==> src/rtl/dma_csr_pkg.sv <==
package dma_csr_pkg;
  // Word offsets decoded by software
  localparam logic [7:0] OFS_STAT = 8'h00;
  localparam logic [7:0] OFS_CTRL = 8'h04;
  localparam logic [7:0] OFS_FILL = 8'h08;
  localparam logic [7:0] OFS_RESP = 8'h0C;
  localparam logic [7:0] OFS_SEQ  = 8'h10;

  // Control bit positions
  localparam int C_STOP  = 0;
  localparam int C_RST   = 1;
  localparam int C_SOERR = 2;
  localparam int C_SOEAR = 3;
  localparam int C_GIE   = 4;
  localparam int C_HALT  = 5;
  localparam int CTRL_W  = 6;

  // Sticky status bit positions
  localparam int S_ERR  = 7;
  localparam int S_EAR  = 8;
  localparam int S_PEND = 9;

  typedef struct packed {
    logic ctrlWr;
    logic statWr;
    logic resetGo;
    logic resetting;
  } csr_strobe_t;
endpackage

==> src/rtl/dma_csr_ctrl.sv <==
module dma_csr_ctrl
  import dma_csr_pkg::*;
#(
  parameter int ADDR_W     = 5,
  parameter int RST_CYCLES = 4
) (
  input  logic              clk,
  input  logic              rstN,
  input  logic [ADDR_W-1:0] regAddr,
  input  logic              wrEn,
  input  logic [31:0]       wrData,
  output csr_strobe_t       stb
);
  localparam int CNT_W = $clog2(RST_CYCLES + 1);

  logic [CNT_W-1:0] rstCnt;
  logic             busyRst;
  logic             hitCtrl;
  logic             hitStat;

  assign busyRst = (rstCnt != '0);
  assign hitCtrl = wrEn && (regAddr == OFS_CTRL[ADDR_W-1:0]) && !busyRst;
  assign hitStat = wrEn && (regAddr == OFS_STAT[ADDR_W-1:0]) && !busyRst;

  always_ff @(posedge clk or negedge rstN) begin
    if (!rstN) begin
      rstCnt <= '0;
    end else if (hitCtrl && wrData[C_RST]) begin
      rstCnt <= CNT_W'(RST_CYCLES);
    end else if (busyRst) begin
      rstCnt <= rstCnt - 1'b1;
    end
  end

  always_comb begin
    stb.ctrlWr    = hitCtrl;
    stb.statWr    = hitStat;
    stb.resetGo   = hitCtrl && wrData[C_RST];
    stb.resetting = busyRst;
  end
endmodule

==> src/rtl/dma_csr_dpath.sv <==
module dma_csr_dpath
  import dma_csr_pkg::*;
#(
  parameter int ADDR_W = 5,
  parameter int FILL_W = 16
) (
  input  logic              clk,
  input  logic              rstN,
  input  csr_strobe_t       stb,
  input  logic [ADDR_W-1:0] regAddr,
  input  logic [31:0]       wrData,
  output logic [31:0]       rdData,
  input  logic              engBusy,
  input  logic              descEmpty,
  input  logic              descFull,
  input  logic              respEmpty,
  input  logic              respFull,
  input  logic [FILL_W-1:0] wrFill,
  input  logic [FILL_W-1:0] rdFill,
  input  logic [FILL_W-1:0] respFill,
  input  logic [15:0]       wrSeq,
  input  logic [15:0]       rdSeq,
  input  logic              evtDone,
  input  logic              evtErr,
  input  logic              evtEarly,
  output logic [CTRL_W-1:0] ctrlBits,
  output logic              irq,
  output logic              engStop,
  output logic              descHalt,
  output logic              fifoFlush
);
  logic [CTRL_W-1:0] ctrlQ;
  logic errQ, earQ, pendQ;
  logic clrErr, clrEar, clrPend;
  logic [31:0] statWord, ctrlWord;

  assign clrErr  = stb.statWr && wrData[S_ERR];
  assign clrEar  = stb.statWr && wrData[S_EAR];
  assign clrPend = stb.statWr && wrData[S_PEND];

  always_ff @(posedge clk or negedge rstN) begin
    if (!rstN) begin
      ctrlQ <= '0;
      errQ  <= 1'b0;
      earQ  <= 1'b0;
      pendQ <= 1'b0;
    end else if (stb.resetGo || stb.resetting) begin
      ctrlQ <= '0;
      errQ  <= 1'b0;
      earQ  <= 1'b0;
      pendQ <= 1'b0;
    end else begin
      if (stb.ctrlWr) begin
        ctrlQ <= wrData[CTRL_W-1:0] & ~(CTRL_W'(1) << C_RST);
      end
      errQ  <= (errQ && !clrErr) || (evtErr && ctrlQ[C_SOERR]);
      earQ  <= (earQ && !clrEar) || (evtEarly && ctrlQ[C_SOEAR]);
      pendQ <= (pendQ && !clrPend) || evtDone || evtErr || evtEarly;
    end
  end

  assign engStop   = ctrlQ[C_STOP] || errQ || earQ;
  assign descHalt  = ctrlQ[C_HALT];
  assign irq       = pendQ && ctrlQ[C_GIE];
  assign fifoFlush = stb.resetting;
  assign ctrlBits  = ctrlQ;

  always_comb begin
    statWord = '0;
    statWord[0] = engBusy;
    statWord[1] = descEmpty;
    statWord[2] = descFull;
    statWord[3] = respEmpty;
    statWord[4] = respFull;
    statWord[5] = engStop;
    statWord[6] = stb.resetting;
    statWord[S_ERR]  = errQ;
    statWord[S_EAR]  = earQ;
    statWord[S_PEND] = pendQ;
    ctrlWord = 32'(ctrlQ);
    ctrlWord[C_RST] = stb.resetting;
  end

  always_comb begin
    case (regAddr)
      OFS_STAT[ADDR_W-1:0]: rdData = statWord;
      OFS_CTRL[ADDR_W-1:0]: rdData = ctrlWord;
      OFS_FILL[ADDR_W-1:0]: rdData = {16'(wrFill), 16'(rdFill)};
      OFS_RESP[ADDR_W-1:0]: rdData = 32'(respFill);
      OFS_SEQ[ADDR_W-1:0]:  rdData = {wrSeq, rdSeq};
      default:              rdData = '0;
    endcase
  end
endmodule

==> src/rtl/dma_csr_top.sv <==
module dma_csr_top
  import dma_csr_pkg::*;
#(
  parameter int ADDR_W     = 5,
  parameter int FILL_W     = 16,
  parameter int RST_CYCLES = 4
) (
  input  logic              clk,
  input  logic              rstN,
  input  logic [ADDR_W-1:0] regAddr,
  input  logic              wrEn,
  input  logic [31:0]       wrData,
  output logic [31:0]       rdData,
  input  logic              engBusy,
  input  logic              descEmpty,
  input  logic              descFull,
  input  logic              respEmpty,
  input  logic              respFull,
  input  logic [FILL_W-1:0] wrFill,
  input  logic [FILL_W-1:0] rdFill,
  input  logic [FILL_W-1:0] respFill,
  input  logic [15:0]       wrSeq,
  input  logic [15:0]       rdSeq,
  input  logic              evtDone,
  input  logic              evtErr,
  input  logic              evtEarly,
  output logic              irq,
  output logic              engStop,
  output logic              descHalt,
  output logic              fifoFlush
);
  csr_strobe_t       stb;
  logic [CTRL_W-1:0] ctrlBits;

  dma_csr_ctrl #(.ADDR_W(ADDR_W), .RST_CYCLES(RST_CYCLES)) u_ctrl (
    .clk(clk), .rstN(rstN), .regAddr(regAddr), .wrEn(wrEn),
    .wrData(wrData), .stb(stb)
  );

  dma_csr_dpath #(.ADDR_W(ADDR_W), .FILL_W(FILL_W)) u_dpath (
    .clk(clk), .rstN(rstN), .stb(stb), .regAddr(regAddr),
    .wrData(wrData), .rdData(rdData),
    .engBusy(engBusy), .descEmpty(descEmpty), .descFull(descFull),
    .respEmpty(respEmpty), .respFull(respFull),
    .wrFill(wrFill), .rdFill(rdFill), .respFill(respFill),
    .wrSeq(wrSeq), .rdSeq(rdSeq),
    .evtDone(evtDone), .evtErr(evtErr), .evtEarly(evtEarly),
    .ctrlBits(ctrlBits), .irq(irq), .engStop(engStop),
    .descHalt(descHalt), .fifoFlush(fifoFlush)
  );
endmodule

==> config.mk <==
export PLATFORM = sky130hd
export DESIGN_NAME = dma_csr_top
export DESIGN_NICKNAME = d
export VERILOG_FILES = /design/src/rtl/dma_csr_pkg.sv /design/src/rtl/dma_csr_ctrl.sv /design/src/rtl/dma_csr_dpath.sv /design/src/rtl/dma_csr_top.sv
export SDC_FILE = /design/constraint.sdc
export NUM_CORES = 1
export LEC_CHECK = 0
export BUFFER_PORTS_ARGS = -buffer_cell sky130_fd_sc_hd__buf_2
export CORE_ASPECT_RATIO = 0.5
export CORE_MARGIN = 2
export CORE_UTILIZATION = 34
export CTS_BUF_LIST = sky130_fd_sc_hd__clkbuf_8
export CTS_CLUSTER_SIZE = 10
export DETAILED_ROUTE_END_ITERATION = 10
export HOLD_SLACK_MARGIN = 0.05
export PLACE_DENSITY_LB_ADDON = 0.25
export SYNTH_ARGS = -nofsm -noshare
export SYNTH_HDL_FRONTEND = slang
export SYNTH_SLANG_ARGS = --single-unit
==> constraint.sdc <==
create_clock -name clk -period 1.55 [get_ports clk]
set_input_delay 0.0775 -clock clk [delete_from_list [all_inputs] [get_ports clk]]
set_output_delay 0.0775 -clock clk [all_outputs]
set_load 0.01 [all_outputs]
Word-level counts from Yosys, hierarchy flattened. Index checks and enable logic that the tools add are counted.

$add $sub $neg: 1. Reductions and logical operators: 30. Equal/unequal tests: 4. Muxes and demuxes: 8.

Operator list (number): 32-bit case mux with 5 select lines (1); 1-bit logical AND (14); 6-bit two-way mux (2); 5-bit by 4-bit == test with 1-bit output, second input constant (2); 1-bit logical OR (8); 3-bit two-way mux (2); 5-bit by 3-bit == test with 1-bit output, second input constant (1); 5-bit == test, second input constant (1); 5-bit logical NOT (1); 1-bit logical NOT (4); 2-bit nonzero test (2); 1-bit two-way mux (3); 3-bit nonzero test (1); 3-bit by 1-bit subtractor with 3-bit output, second input constant (1).

Input bits: 128. Word-level logic and storage cells: 48. Register bits: 12. Output and inout port bits: 36.

Logic depth before layout (Yosys ltp). Gate-level depths: netlist of run 1.

Depth in word-level cells: 10. Gate-level depth with buffers: 6. Depth with buffers taken out: 5.

Modules after synthesis. A second synthesis of run 1 with hierarchy kept.

Cell total of the unflattened synthesis: 158. Area, all modules: 1332.5 um^2.

Modules (own cells, without submodules): dma_csr_dpath (area each 1077.3 um^2, sequential area each 200.2 um^2, times used 1, cells each 129); dma_csr_ctrl (area each 255.2 um^2, sequential area each 75.1 um^2, times used 1, cells each 29).

Worst setup path before layout of run 1. OpenSTA, ideal clock, no wires.

Kind: reg2out. Start point: register u_ctrl.rstCnt[0]. End point: output port rdData[6]. Path buffers: 1. Path slack: 0.051 ns. Data arrival time: 1.421 ns. Required time: 1.472 ns. Cell stages (with the launch flop): 7. Cell sequence: dfrtp_1 inv_1 ha_1 nand2b_1 clkbuf_1 and3_1 a211o_1.

Longest elaborated chain between the ends: 2.

Ends and longest elaborated chain: from (decl) (line dma_csr_ctrl.sv:16) `logic [CNT_W-1:0] rstCnt;`; from (signal assigned) (line dma_csr_ctrl.sv:29) `rstCnt <= CNT_W'(RST_CYCLES);`; from (signal assigned) (line dma_csr_ctrl.sv:31) `rstCnt <= rstCnt - 1'b1;`; 3-bit nonzero test (line dma_csr_ctrl.sv:21) `assign busyRst = (rstCnt != '0);`; net fifoFlush (line dma_csr_top.sv:30) `output logic fifoFlush`; 32-bit case mux with 5 select lines (line dma_csr_dpath.sv:85) `case (regAddr)`; to (decl) (line dma_csr_top.sv:13) `output logic [31:0] rdData,`.

The timed path passes the listed nets, and every way through them passes these cells.

Worst setup path after layout of run 1.
Start point: register u_ctrl.rstCnt[0]. End point: output port rdData[1].

Longest elaborated chain between the ends: 2.

Ends and longest elaborated chain (line): 3-bit nonzero test (dma_csr_ctrl.sv:21); 32-bit case mux with 5 select lines (dma_csr_dpath.sv:85).

Every way passes these cells.

==> summary.md, run 1 <==
| Metric | Value |
|---|---|
| Status | finished, violations left |
| Failing checks | setup timing |
| Sink Count | 11 |
| Detailed Routing Iterations Pass 1 | 5 |
| Met3 wire length | approximately 240 µm |
| Fin. max-slew vios | 0 |
| CP peak stage delay | between 400 and 500 ps |
| Total I/O pin count | 164 |
| Layout cell share with drive strength beyond 1 | 54.1% |
| Nets | 460 |
| First-pass GRT wire length | ~7.4 mm |
| Worst setup EP type | output pin |
| DR iter-0 viols | 53 |
| Synth Area in XOR/XNOR | 0% |
| Via count | 1919 |
| DP HPWL | around 4.3 mm |
| Post-Synth Adder-Cell Area | 1.89% |
| Clk_skew | about 1.6 ps |
| Die ar. | 4450 µm² |
| CTS tree | built |
| Syn nets | between 300 and 400 |
| Die Y | between 40 and 50 µm |
| ANT nets after route | 0 |
| Placer Congestion | 0.849 |
| Design area | 2320 µm² |
| Area Growth Syn to Fin | 75.2% |
| Post-Place Cells | ~370 |
| Layout filler cell count | around 330 |
| Worst-Margin Slew | 517 ps |
| Final Hold Viols | 0 |
| GRT overflow | 0 |
| Via density per instance | slightly above 5 |
| CP max-delay cell | or4_1 |
| Kind of critical path | reg2out |
| RSZ-0062 raised after global routing | true |
| Setup TNS | -329 ps |
| Synth Register Bits | 11 |
| Unique masters post-synth | 32 |
| Top routing layer used | met4 |
| Worst EP arrival | 1660 ps |
| Gr usage total | a little over a fifth |
| Vias in the first global route | approximately 1700 |
| LEAKAGE | 1.40 nW |
| Multiplexer area fraction after synthesis | 0% |
| Mapped cell area | 1330 µm² |
| Max H-tree Level | 1 |
| CP Data Required Time | 1470 ps |
| Final hold slack | about 97 ps |
| Pin count of the biggest net entering global routing | 28 |
| Met2 WL | 2.69 mm |
| DRC viols | 0 |
| Area occupied by multi-input gates | around 980 µm² |
| Row count | 15 |
| Routed met1 length | about 2.1 mm |
| Core box area | between 3000 and 4000 µm² |
| Die W | 92.3 µm |
| Slew margin rel. | between 60% and 70% |
| VDD IR max | 890 µV |
| Non-Filler Instances | 380 |
| Max Fclk | between 500 and 600 MHz |
| Simple logic cell fraction of the synthesized area | 39.8% |
| Syn Area/Cell | around 7.8 µm² |
| Register area | between 200 and 300 µm² |
| Cell count after synthesis | roughly 170 |
| Pwr per Cell Area | 623 nW/µm² |
| Root Driver | clkbuf_8 |
| Crit share post-route | 112% |
| Complex-gate fraction of the synthesized area | a little over 30% |
| Ant. Diodes | 0 |
| Maxcap violations | 0 |
| Hold Path Class | in2reg |
| Placed Instance Area | 2210 µm² |
| Final WL | ~5.1 mm |
| Power Total | between 1 and 1.5 mW |
| WL per Instance | around 14 µm |
| Initial Util | a little under two fifths |
| CP cell instances | inv_2, ha_4, nand2b_4, and3_4, or4_1, buf_2 |
| Initial antenna violation count | 0 |
| Post-synthesis sequential area ratio | between 20% and 30% |
| IO buf count | between 100 and 150 |
| Setup WS post-layout | -183 ps |
| CTS max path bufs | 2 |
| Yosys warns | 0 |
| Worst skew pair latency | around 240 ps |
| Setup violation total in the final timing report | 2 |
| CTS clk-pin slew, worst paths | roughly 50 ps |
| Critical Path Start Type | flop |
| Main combinational cell family by area after synthesis | simple AND/OR/NAND/NOR gates |
| Minimum clock period | 1730 ps |
| Worst-path fanout max | 2 |
| Num CTS Buffers | 3 |
==> layer usage <==
metal	up-vias	GRT usage (%)
li1	978	-
met1	874	24.0
met2	55	42.3
met3	12	2.78
met4	0	8.36
met5	-	0
==> worst max-delay path: cells and delay by family, from the launching register on <==
kind,cells,cell delay (ps)
buffers and inverters,2,230
AND/OR/NAND/NOR,3,660
adder cells (fa/ha/maj),1,140
flip-flops,1,380
==> placed cells by master (no fill, tap or decap), drive strengths merged, types with 2 or more instances in the layout <==
cell type	netlist	routed
nor4b	2	2
nor2	3	3
nor3	2	2
a221o	6	6
nand2b	13	13
buf	8	166
a211o	4	4
o31ai	3	3
ha	2	2
nand2	12	12
and3	26	26
a22o	16	16
nand4bb	2	2
a21oi	20	20
or4	6	6
nand3	2	2
nor2b	2	2
dfrtp	11	11
inv	6	7
and2	2	2
o21ai	6	6
clkbuf	5	3
or4b	2	2
nand4b	5	5
==> sequential cells by signal (all words and copies together), names as in the netlist <==
register          cells
u_dpath.errQ          1
u_ctrl.rstCnt         3
u_dpath.pendQ         1
u_dpath.earQ          1
u_dpath.ctrlBits      5
==> cells by family after synthesis <==
group,count (synthesis)
adder cells (fa/ha/maj),2
flip-flops,11
buffers and inverters,19
AO/OA/AOI/OAI,57
AND/OR/NAND/NOR,82
==> what timing repair did <==
| action | CTS | global route |
|---|---|---|
| setup endpoints to repair | 2 | 3 |
| pin swaps | 2 | 2 |
| hold endpoints to repair | 11 | 0 |
| buffers inserted | 2 | 2 |
| resized for setup | 5 | 2 |
| hold buffers | 1 | 0 |
==> stage by stage <==
| stage | setup WS, ps | utilization (%) |
|---|---|---|
| after floorplan | 51.3 | - |
| after global placement | 8.39 | 61.6 |
| after detailed placement | -23.7 | 61.6 |
| after CTS | -171 | 64.2 |
| after global routing | -216 | 64.8 |
| final | -183 | 64.8 |
==> synth_stat cells <==
cell type | count | area [µm²]
buf_2 | 3 | 15.0
nor2_2 | 1 | 6.26
or4b_1 | 2 | 20.0
a211o_1 | 4 | 35.0
and3_1 | 26 | 163
nand2_1 | 12 | 45.0
nand4_1 | 1 | 6.26
or3_1 | 1 | 6.26
nor4b_1 | 1 | 8.76
nand4bb_1 | 2 | 22.5
nand2b_1 | 13 | 81.3
nor3_1 | 2 | 10.0
or4_1 | 6 | 45.0
clkbuf_1 | 5 | 18.8
o21ai_0 | 6 | 30.0
nand3_1 | 2 | 10.0
ha_1 | 2 | 25.0
a21oi_1 | 20 | 100
a221o_1 | 6 | 60.1
inv_1 | 6 | 22.5
a31o_2 | 1 | 8.76
and2_1 | 2 | 12.5
buf_4 | 5 | 37.5
dfrtp_1 | 11 | 275
nand4b_1 | 5 | 43.8
nor2b_1 | 2 | 12.5
a22o_1 | 16 | 140
a22oi_1 | 1 | 7.51
nor4b_2 | 1 | 15.0
nor4_2 | 1 | 12.5
o31ai_1 | 3 | 22.5
nor2_1 | 2 | 7.51
==> power by group <==
group / switching (mW) / internal (mW)
combinational: 0.338 / 0.448
sequential: 0.0383 / 0.341
clock: 0.108 / 0.174
==> path summary, 6_finish.rpt <==
check                                          from                   to  slack, ps  cells past startpoint
worst max-delay path               u_ctrl.rstCnt[0]            rdData[1]       -180                      6
worst min-delay path                       evtEarly         u_dpath.earQ        100                      3
worst max register to register     u_ctrl.rstCnt[0]        u_dpath.pendQ         20                      8
worst min register to register  u_dpath.ctrlBits[3]         u_dpath.earQ        540                      2
max in group asynchronous                      rstN  u_dpath.ctrlBits[2]       1090                      2
min in group asynchronous                      rstN     u_ctrl.rstCnt[2]        250                      2
==> cell type report <==
class                           instances  share of cell area [%]
Multi-Input combinational cell        141                    42.3
Timing Repair Buffer                  167                    40.2
Sequential cell                        11                    11.8
Tap cell                               51                    2.75
Clock buffer                            3                    1.78
Inverter                                6                   0.969
Clock inverter                          1                   0.162
No activity file was read; power rests on OpenSTA's default activity.
==> run 2, diff against run 1 <==
Settings changed: CORE_UTILIZATION 34 to 36, PLACE_DENSITY_LB_ADDON 0.25 to 0.2.
Clock period 1.55 ns to 2.1 ns, I/O delays scaled along.
==> run 2 against run 1 <==
- the run now ends clean
- non-clock buffer count shrank 19
- cell area shrank 8.5%
- sequential share of layout area grew 1.1 points
- clock skew grew 4.4 ps
- clock power shrank 27%
- highest routed layer unchanged
- utilization shrank 3.6 points
- final cell count shrank 5.0%
- first-iteration DRC count grew 26%
- die area shrank 5.2%
- wire length shrank 3.9%
==> summary.md, run 2 (same netlist as run 1, synthesis figures left out) <==
| Metric | Value |
|---|---|
| Status | finished clean |
| Layout cell share with drive strength beyond 1 | 49.7% (-4.4 points) |
| R2R Setup Slk | 600 ps (+580 ps) |
| Maxcap violations | 0 (unchanged) |
| Minimum clock period | slightly below 2000 ps |
| Vias in the first global route | 1611 (-5.5%) |
| RSZ-0062 raised after global routing | false |
| Fin. max-slew vios | 0 (unchanged) |
| Critical Path Start Type | flop |
| Most common cell after layout, fill and taps aside | buf_2 |
| HP Start | evtErr |
| ANT nets after route | 0 (unchanged) |
| CP cell instances | inv_1, ha_1, nand2b_1, buf_4, and3_1, a211o_1, buf_2 |
| Ant. Diodes | 0 (unchanged) |
| First-pass GRT wire length | 7.37 mm (about the same) |
| Final WL | 4.94 mm (-3.9%) |
| LEAKAGE | 1.30 nW (-7.4%) |
| Worst-Margin Slew | 689 ps (+172 ps) |
| Worst-path fanout max | 10 (+8) |
| VDD IR max | 343 µV (-61%) |
| Max Fclk | between 500 and 600 MHz |
| Worst EP arrival | 1860 ps (+200 ps) |
| Sink of the worst hold path | u_dpath.errQ |
| Slew margin rel. | 53.9% (-12 points) |
| CP max-delay cell | dfrtp_1 |
| Max H-tree Level | 1 (unchanged) |
| Total I/O pin count | 164 (unchanged) |
| Met2 WL | 2.44 mm (-9.2%) |
| CTS clk-pin slew, worst paths | 50 ps (about the same) |
| # hold bufs at CTS | 1 (unchanged) |
| Design area | 2130 µm² (-8.5%) |
| Seq pwr share | 31.5% (+5.3 points) |
| Row count | 15 (unchanged) |
| Gr usage total | 21.4% (+0.45 points) |
| Root Driver | clkbuf_8 |
| Clk pwr share | 23.6% (+4.1 points) |
| Most frequent cells in the layout | 140 x buf_2, 26 x and3_1, 20 x a21oi_1, 16 x a22o_1, 13 x nand2b_1 |
| Die Y | 46.9 µm (-2.6%) |
| Logic pwr share | 44.9% (-9.4 points) |
| Setup violation total in the final timing report | 0 (-2) |
| Area Growth Syn to Fin | 60.4% |
| Nets | 441 (-4.1%) |
| Resized cells post-CTS | 0 (-5) |
| CP peak stage delay | 380 ps (-80 ps) |
| Reg-to-Reg Start | u_ctrl.rstCnt[0] |
| Core box area | 3470 µm² (-3.1%) |
| DP HPWL | 4.01 mm (-5.8%) |
| Clk_skew | 5.96 ps (+4.38 ps) |
| Placer Congestion | 0.823 (-3.1%) |
| Worst skew pair latency | 240 ps (about the same) |
| Top routing layer used | met4 |
| Kind of critical path | reg2out |
| Max reg flops | 5 (unchanged) |
| GRT overflow | 0 (unchanged) |
| Via density per instance | 5.07 (+0.49%) |
| Worst setup EP type | output pin |
| Placed Instance Area | 2070 µm² (-6.2%) |
| Hold Path Class | in2reg |
| Worst R2R Path Depth | 6 (-2) |
| DR iter-0 viols | 67 (+26%) |
| Setup TNS | 0 ps (+329 ps) |
| Cells on Worst Hold Path | 3 (unchanged) |
| Initial Util | 38.2% (+1.2 points) |
| IO buf count | 140 (unchanged) |
| Switching power total | 298 µW (-38%) |
| Num CTS Buffers | 3 (unchanged) |
| Final core occ | 61.3% (-3.6 points) |
| Crit share post-route | ~93% |
| Pin count of the biggest net entering global routing | 28 (unchanged) |
| Via count | 1832 (-4.5%) |
| CTS max path bufs | 2 (unchanged) |
| Internal power | 570 µW (-41%) |
| Die W | 89.8 µm (-2.7%) |
| CTS tree | built |
| Power Total | 868 µW (-40%) |
| R2r endpoint | u_ctrl.rstCnt[1] |
| DRC viols | 0 (unchanged) |
| Initial antenna violation count | 0 (unchanged) |
| WL per Instance | 13.7 µm (+1.1%) |
| Sink Count | 11 (unchanged) |
| Met3 wire length | 258 µm (+6.6%) |
| Pwr per Cell Area | 408 nW/µm² (-34%) |
| Detailed Routing Iterations Pass 1 | 4 (-1) |
| CP bufs+invs | 3 (+1) |
| Die ar. | 4220 µm² (-5.2%) |
| Switching Fraction | 34.3% (+0.87 points) |
| Crit path max-delay family | buffers and inverters |
| CP Data Required Time | 2000 ps (+530 ps) |
| Final Hold Viols | 0 (unchanged) |
| Routed met1 length | 2.22 mm (+5.7%) |
| Post CTS Setup Buffer Count | 0 (-2) |
-- run 2: cell count changes in the layout (fill, tap and decap cells not counted) --
cell / previous run / this run
and3_1: 25 / 26
and3_4: 1 / 0
buf_12: 2 / 0
buf_4: 23 / 7
buf_6: 1 / 0
ha_1: 1 / 2
ha_4: 1 / 0
inv_1: 5 / 7
inv_2: 2 / 0
nand2b_1: 12 / 13
nand2b_4: 1 / 0
-- run 2: layer usage --
| layer | global-route usage (%) | vias up |
|---|---|---|
| met5 | 0 | - |
| met4 | 4.31 | 0 |
| li1 | - | 938 |
| met3 | 3.05 | 2 |
| met1 | 28.9 | 840 |
| met2 | 38.3 | 52 |
-- run 2: worst register-to-register path, delay by kind of cell, from the launching register on --
kind                     cells  cell delay [ps]
flip-flops                   1              380
AND/OR/NAND/NOR              1              110
adder cells (fa/ha/maj)      1              230
buffers and inverters        2              270
AO/OA/AOI/OAI                2              420
-- run 2: power by group through the flow --
| stage | clock (mW) | sequential [mW] | combinational, mW |
|---|---|---|---|
| finish | 0.205 | 0.273 | 0.390 |
| global route | 0.225 | 0.279 | 0.441 |
| CTS | 0.210 | 0.273 | 0.389 |
| detailed placement | 0 | 0.277 | 0.384 |
| global placement | 0 | 0.276 | 0.368 |
| floorplan | 0 | 0.271 | 0.207 |
-- run 2: stage by stage --
stage,worst slack (ps),cells,hold slack [ps]
floorplan,574,171,-191
global placement,453,356,-11.9
detailed placement,414,356,-9.44
CTS,145,361,125
global route,51.6,361,131
finish,137,361,132
-- run 2: how the worst max path moves through the flow --
stage                      endpoint  cells past startpoint        startpoint  slack, ps
after global placement    rdData[1]                      6  u_ctrl.rstCnt[0]        450
after detailed placement  rdData[1]                      6  u_ctrl.rstCnt[0]        410
after global routing      rdData[6]                      7  u_ctrl.rstCnt[0]         50
after floorplan           rdData[6]                      6  u_ctrl.rstCnt[0]        570
after CTS                 rdData[1]                      6  u_ctrl.rstCnt[0]        150
final                     rdData[6]                      7  u_ctrl.rstCnt[0]        140
-- run 2: final cells by class --
class	instances	area, µm²
clock buffer	3	41.3
clock inverter	1	3.75
fill	342	1350
inverter	6	22.5
multi-input combinational	141	957
sequential	11	275
tap	51	63.8
timing repair buffer	148	763
